[src/rtl/cal_pkg.sv]
package cal_pkg;

    localparam int CAL_MAG_W     = 5;
    localparam int CAL_MIN_W     = CAL_MAG_W + 1;
    localparam int CAL_WIN_LIMIT = 2 * ((1 << CAL_MAG_W) - 1);

    typedef enum logic [1:0] {
        SEC_NOMINAL = 2'd0,
        SEC_SHORT   = 2'd1,
        SEC_LONG    = 2'd2
    } sec_kind_e;

    typedef struct packed {
        logic                 fast;
        logic [CAL_MAG_W-1:0] mag;
    } cal_set_t;

    // minute position lies inside the trimmed part of the cycle
    function automatic logic in_window(logic [CAL_MIN_W-1:0] pos,
                                       logic [CAL_MAG_W-1:0] mag);
        return pos < {mag, 1'b0};
    endfunction

    function automatic sec_kind_e pick_kind(logic first_sec, logic win, logic fast);
        if (!(first_sec && win)) return SEC_NOMINAL;
        return fast ? SEC_SHORT : SEC_LONG;
    endfunction

endpackage

[src/rtl/cal_unit_div.sv]
module cal_unit_div #(
    parameter int PRE_W = 7
) (
    input  logic clk,
    input  logic rst,
    input  logic run,
    input  logic osc_en,
    output logic unit_stb
);

    logic [PRE_W-1:0] cnt_q;
    logic             step;

    assign step     = run && osc_en;
    assign unit_stb = step && (&cnt_q);

    always_ff @(posedge clk) begin
        if (rst)       cnt_q <= '0;
        else if (step) cnt_q <= cnt_q + 1'b1;
    end

    // a stopped chain holds its fine count
    a_r8_fine_hold: assert property (@(posedge clk) disable iff (rst)
        !run |=> $stable(cnt_q));

endmodule

[src/rtl/cal_sec_count.sv]
module cal_sec_count
    import cal_pkg::*;
#(
    parameter int UNIT_W = 8
) (
    input  logic      clk,
    input  logic      rst,
    input  logic      unit_stb,
    input  sec_kind_e kind,
    output logic      sec_done
);

    localparam int CW    = UNIT_W + 1;
    localparam int UNITS = 1 << UNIT_W;
    localparam logic [CW-1:0] LAST_NOM   = CW'(UNITS - 1);
    localparam logic [CW-1:0] LAST_SHORT = CW'(UNITS - 3);
    localparam logic [CW-1:0] LAST_LONG  = CW'(UNITS);

    logic [CW-1:0] u_q;
    logic [CW-1:0] last;

    always_comb begin
        unique case (kind)
            SEC_SHORT: last = LAST_SHORT;
            SEC_LONG:  last = LAST_LONG;
            default:   last = LAST_NOM;
        endcase
    end

    // >= keeps the count bounded if the kind shrinks during a stop
    assign sec_done = unit_stb && (u_q >= last);

    always_ff @(posedge clk) begin
        if (rst)           u_q <= '0;
        else if (sec_done) u_q <= '0;
        else if (unit_stb) u_q <= u_q + 1'b1;
    end

    // the coarse count never passes the longest second
    a_r3_unit_bound: assert property (@(posedge clk) disable iff (rst)
        u_q <= LAST_LONG);

endmodule

[src/rtl/cal_min_track.sv]
module cal_min_track
    import cal_pkg::*;
#(
    parameter int SEC_PER_MIN = 60
) (
    input  logic                 clk,
    input  logic                 rst,
    input  logic                 sec_done,
    input  cal_set_t             act,
    output sec_kind_e            kind,
    output logic                 min_bound,
    output logic [CAL_MIN_W-1:0] min_q
);

    localparam int SW = (SEC_PER_MIN > 1) ? $clog2(SEC_PER_MIN) : 1;
    localparam logic [SW-1:0] SEC_LAST = SW'(SEC_PER_MIN - 1);

    logic [SW-1:0] sidx_q;
    logic          first_sec;

    assign first_sec = (sidx_q == '0);
    assign kind      = pick_kind(first_sec, in_window(min_q, act.mag), act.fast);
    assign min_bound = sec_done && (sidx_q == SEC_LAST);

    always_ff @(posedge clk) begin
        if (rst) begin
            sidx_q <= '0;
            min_q  <= '0;
        end else if (min_bound) begin
            sidx_q <= '0;
            min_q  <= min_q + 1'b1;
        end else if (sec_done) begin
            sidx_q <= sidx_q + 1'b1;
        end
    end

    // no adjusted second beyond the last trimmable minute
    a_r5_window: assert property (@(posedge clk) disable iff (rst)
        (kind != SEC_NOMINAL) |-> (int'(min_q) < CAL_WIN_LIMIT));

    // minute position only steps forward by one, wrapping
    a_r6_min_step: assert property (@(posedge clk) disable iff (rst)
        !min_bound |=> $stable(min_q));

    // only the first second of a minute is adjusted
    a_r4_first_only: assert property (@(posedge clk) disable iff (rst)
        (sidx_q != '0) |-> (kind == SEC_NOMINAL));

endmodule

[src/rtl/cal_capture.sv]
module cal_capture
    import cal_pkg::*;
(
    input  logic                 clk,
    input  logic                 rst,
    input  logic                 run,
    input  logic                 min_bound,
    input  logic [CAL_MAG_W-1:0] cal_mag,
    input  logic                 cal_fast,
    output cal_set_t             act_q
);

    always_ff @(posedge clk) begin
        if (rst)                    act_q <= '0;
        else if (!run || min_bound) act_q <= '{fast: cal_fast, mag: cal_mag};
    end

    // while running, the captured trim holds inside a minute
    a_r7_hold_mid: assert property (@(posedge clk) disable iff (rst)
        (run && !min_bound) |=> $stable(act_q));

endmodule

[src/rtl/cal_prescaler.sv]
module cal_prescaler
    import cal_pkg::*;
#(
    parameter int PRE_W       = 7,
    parameter int UNIT_W      = 8,
    parameter int SEC_PER_MIN = 60
) (
    input  logic                 clk,
    input  logic                 rst,
    input  logic                 osc_en,
    input  logic                 run,
    input  logic [CAL_MAG_W-1:0] cal_mag,
    input  logic                 cal_fast,
    output logic                 sec_tick,
    output logic [CAL_MIN_W-1:0] min_pos
);

    logic      unit_stb;
    logic      sec_done;
    logic      min_bound;
    sec_kind_e kind;
    cal_set_t  act;
    logic      tick_q;

    cal_unit_div #(.PRE_W(PRE_W)) u_div (
        .clk(clk), .rst(rst), .run(run), .osc_en(osc_en), .unit_stb(unit_stb)
    );

    cal_sec_count #(.UNIT_W(UNIT_W)) u_sec (
        .clk(clk), .rst(rst), .unit_stb(unit_stb), .kind(kind), .sec_done(sec_done)
    );

    cal_min_track #(.SEC_PER_MIN(SEC_PER_MIN)) u_min (
        .clk(clk), .rst(rst), .sec_done(sec_done), .act(act),
        .kind(kind), .min_bound(min_bound), .min_q(min_pos)
    );

    cal_capture u_cap (
        .clk(clk), .rst(rst), .run(run), .min_bound(min_bound),
        .cal_mag(cal_mag), .cal_fast(cal_fast), .act_q(act)
    );

    always_ff @(posedge clk) begin
        if (rst) tick_q <= 1'b0;
        else     tick_q <= sec_done;
    end

    assign sec_tick = tick_q;

    // the tick is a single-clock pulse
    a_r10_tick_pulse: assert property (@(posedge clk) disable iff (rst)
        sec_tick |=> !sec_tick);

    // no tick follows a stopped cycle
    a_r8_no_tick_stopped: assert property (@(posedge clk) disable iff (rst)
        !run |=> !sec_tick);

endmodule

[config.mk]
export PLATFORM = sky130hd
export DESIGN_NAME = cal_prescaler
export DESIGN_NICKNAME = d
export VERILOG_FILES = /design/src/rtl/cal_pkg.sv /design/src/rtl/cal_unit_div.sv /design/src/rtl/cal_sec_count.sv /design/src/rtl/cal_min_track.sv /design/src/rtl/cal_capture.sv /design/src/rtl/cal_prescaler.sv
export SDC_FILE = /design/constraint.sdc
export NUM_CORES = 1
export LEC_CHECK = 0
export BUFFER_PORTS_ARGS = -buffer_cell sky130_fd_sc_hd__buf_2
export CORE_ASPECT_RATIO = 0.5
export CORE_MARGIN = 2
export CORE_UTILIZATION = 50
export CTS_BUF_LIST = sky130_fd_sc_hd__clkbuf_8
export CTS_CLUSTER_SIZE = 14
export DETAILED_ROUTE_END_ITERATION = 6
export PLACE_DENSITY = 0.71
export SLEW_MARGIN = 20
export SYNTH_ARGS = -nofsm -noshare
export SYNTH_HDL_FRONTEND = slang
export SYNTH_SLANG_ARGS = --single-unit
[constraint.sdc]
create_clock -name clk -period 3.3 [get_ports clk]
set_clock_uncertainty 0.15 [all_clocks]
set_input_delay 0.495 -clock clk [delete_from_list [all_inputs] [get_ports clk]]
set_output_delay 0.495 -clock clk [all_outputs]
set_load 0.005 [all_outputs]
==> reports/metrics.cfg <==
[synthesis]
synthCells = 242
yosys_warnings = 0
asyncSetResetFlopFracSynth = 0
ys_seq_area_frac = 0.338
synth_top_area_frac = 0.338
synth_seq_cells = 35
ys.flop_type = dfxtp_1
synth_edf_count = 0
syn_area_sq_um = 2070
yosysTopAreaCell = dfxtp_1
synthDistinctLibCells = 44
syn_area_per_cell_sq_um = 8.56
synth_nets = 270
yosys-top-cells-area = dfxtp_1 (34%), ha_1 (11%), a21oi_1 (5.1%)

[finish]
final_cell_mix = dfxtp_1 (33), nand2_1 (18), buf_2 (16)
instances_no_fill = 326
mostFrequentLayoutCell = dfxtp_1
nets = 300
drive_above_1_share = 0.265
antenna_cells = 0
fin_util = 0.654
syn_to_final_growth_pct = 24.5

[die]
core-area_sq_um = 3940
die_area_sq_um = 4710
dieWidth_microns = 95.0
dieHeight_microns = 49.5
row_count = 16
start_util = 0.525
io_pins = 17

[timing]
worst_slack_ns = -0.0141
worst_pin_slew_ns = 0.493
post-route-period-util = 1.00
setup_viol = 4
finalMaxSlewViolations = 0
relSlewSlack = 0.670
min_period_ns = 3.31
finalHoldViolCount = 0
fmax_ghz = 0.302
rsz0062_at_grt = yes
tns_ns = -0.0296

[drt]
via_per_inst = 5.85
drtAntennaViolNets = 0
vias = 1906
routed_wirelength_microns = 4910
wl_per_cell_microns = 15.1
drc = 0
dr.first_iter.drc_count = 81
drt_first_pass_iters = 4

[global_route]
grt_pass1_vias = 1591
grt.overflow.total = 0
grt_first_pass_wirelength_microns = 7230
antenna_found_initial = 0
grt_max_degree = 26
gr-usage-all-layers = 0.197

[setup_path]
crit_top_cell = a21o_1
worst_setup_path_start_kind = flip-flop
max_stage_delay_ns = 0.34
crit_type = reg2reg
crit_path_end_kind = flip-flop
crit_path_top_delay_cell = dfxtp_2
crit_chain = ha_4 > a21o_1 > a21o_1 > a21o_1 > a211oi_4 > buf_6 > ha_1 > a211o_1 > a21oi_2 > a21boi_4 > buf_4 > buf_6 > nand2b_4 > o21ai_1
worstPathArrival_ns = 3.33
path_max_fanout = 6
crit_required_ns = 3.32

[cts]
holdBufCountCts = 0
cts_tree = yes
worstSkewPairLatency_ns = 0.29
cts_root_buf = clkbuf_8
path_clk_slew_ns = 0.08
htree_levels = 2
cts.sinks = 35
clock_path_buffers = 2
cts_made_buffers = 5

[power]
power_w = 0.000887
max-vdd-ir-drop_mv = 0.152
powerDensity_nw_per_um2 = 344
cellLeakagePower_nw = 1.04

[run]
maxCapViolCount = 0

[hold_path]
min_path_type = in2reg

[outcome]
outcome = complete, but fails checks
failed_checks = negative setup slack

[placed_design]
placed_cells = 306
gp_congestion = 0.790
dp.final_hpwl_microns = 3100
port_buffers = 16

==> repair_timing <==
action,in CTS,in global routing
gates resized for setup,1,41
buffers inserted,1,9
cloned,0,3
pin swaps,2,22
endpoints found under the setup margin,3,27
==> through the flow <==
stage	setup slack, ns	hold slack (ns)	instance area [sq um]
6_report	-0.0141	0.321	2580
2_1_floorplan	0.0419	0.302	2080
4_1_cts	0.0161	0.315	2320
3_5_place_dp	-0.0130	0.327	2220
3_3_place_gp	0.122	0.313	2220
5_1_grt	-0.113	0.321	2580
==> path summary, 6_finish.rpt <==
kind         depth (start not counted)               to  slack, ns      startpoint
max                                 14  u_min.sidx_q[4]      -0.01  u_min.min_q[2]
min                                  3   u_cap.act_q[3]       0.32      cal_mag[3]
max reg2reg                         14  u_min.sidx_q[4]      -0.01  u_min.min_q[2]
min reg2reg                          2   u_cap.act_q[3]       0.33  u_cap.act_q[3]
==> critical path, delay by kind of cell, from the launching register on <==
family / cells / cell delay, ns
AOI/OAI and AO/OA: 8 / 1.68
adders and majority gates: 2 / 0.48
buffers and inverters: 3 / 0.43
DFF: 1 / 0.34
and+or+nand+nor: 1 / 0.11
==> cell families after synthesis <==
logic type	share of synthesized area
simple gates	0.291
compound gates	0.164
flops	0.338
buf+inv	0.0477
fa+ha+maj	0.109
mux	0.0290
xor+xnor	0.0211
==> state kept, by name, summed over array words and instances (netlist names) <==
register,flops
u_div.cnt_q,7
u_min.sidx_q,6
u_cap.act_q,6
u_min.min_q,6
sec_tick,1
u_sec.u_q,9
==> where the power goes <==
part / internal (W) / switching, W
clock: 0.000164 / 0.000155
sequential: 0.000430 / 0.00000756
combinational: 0.0000672 / 0.0000640
==> cell usage after synthesis (7+ instances only) <==
cell	instances
nand2_1	18
or4_1	8
nor2_1	10
clkbuf_1	7
nand2b_1	14
ha_1	18
dfxtp_1	35
o21ai_0	10
a21oi_1	21
nor2b_1	8
inv_1	10
and3_1	7
==> routing by layer <==
metal	global-route usage	routed length, microns	share of wire	vias up
li1	-	-	-	936
met1	0.262	2310	0.47	925
met2	0.311	2320	0.47	39
met3	0.0673	239	0.049	6
met4	0.0435	41	0.0084	0
met5	0	0	0	-
==> layout make-up <==
cell class	count	area [sq um]
multi-input combinational	184	1420
fill	302	1370
inverter	10	37.5
clock buffer	6	82.6
tap	54	67.6
timing repair buffer	36	260
sequential	35	703
clock inverter	1	5.00
No activity file was read; power rests on OpenSTA's default activity.
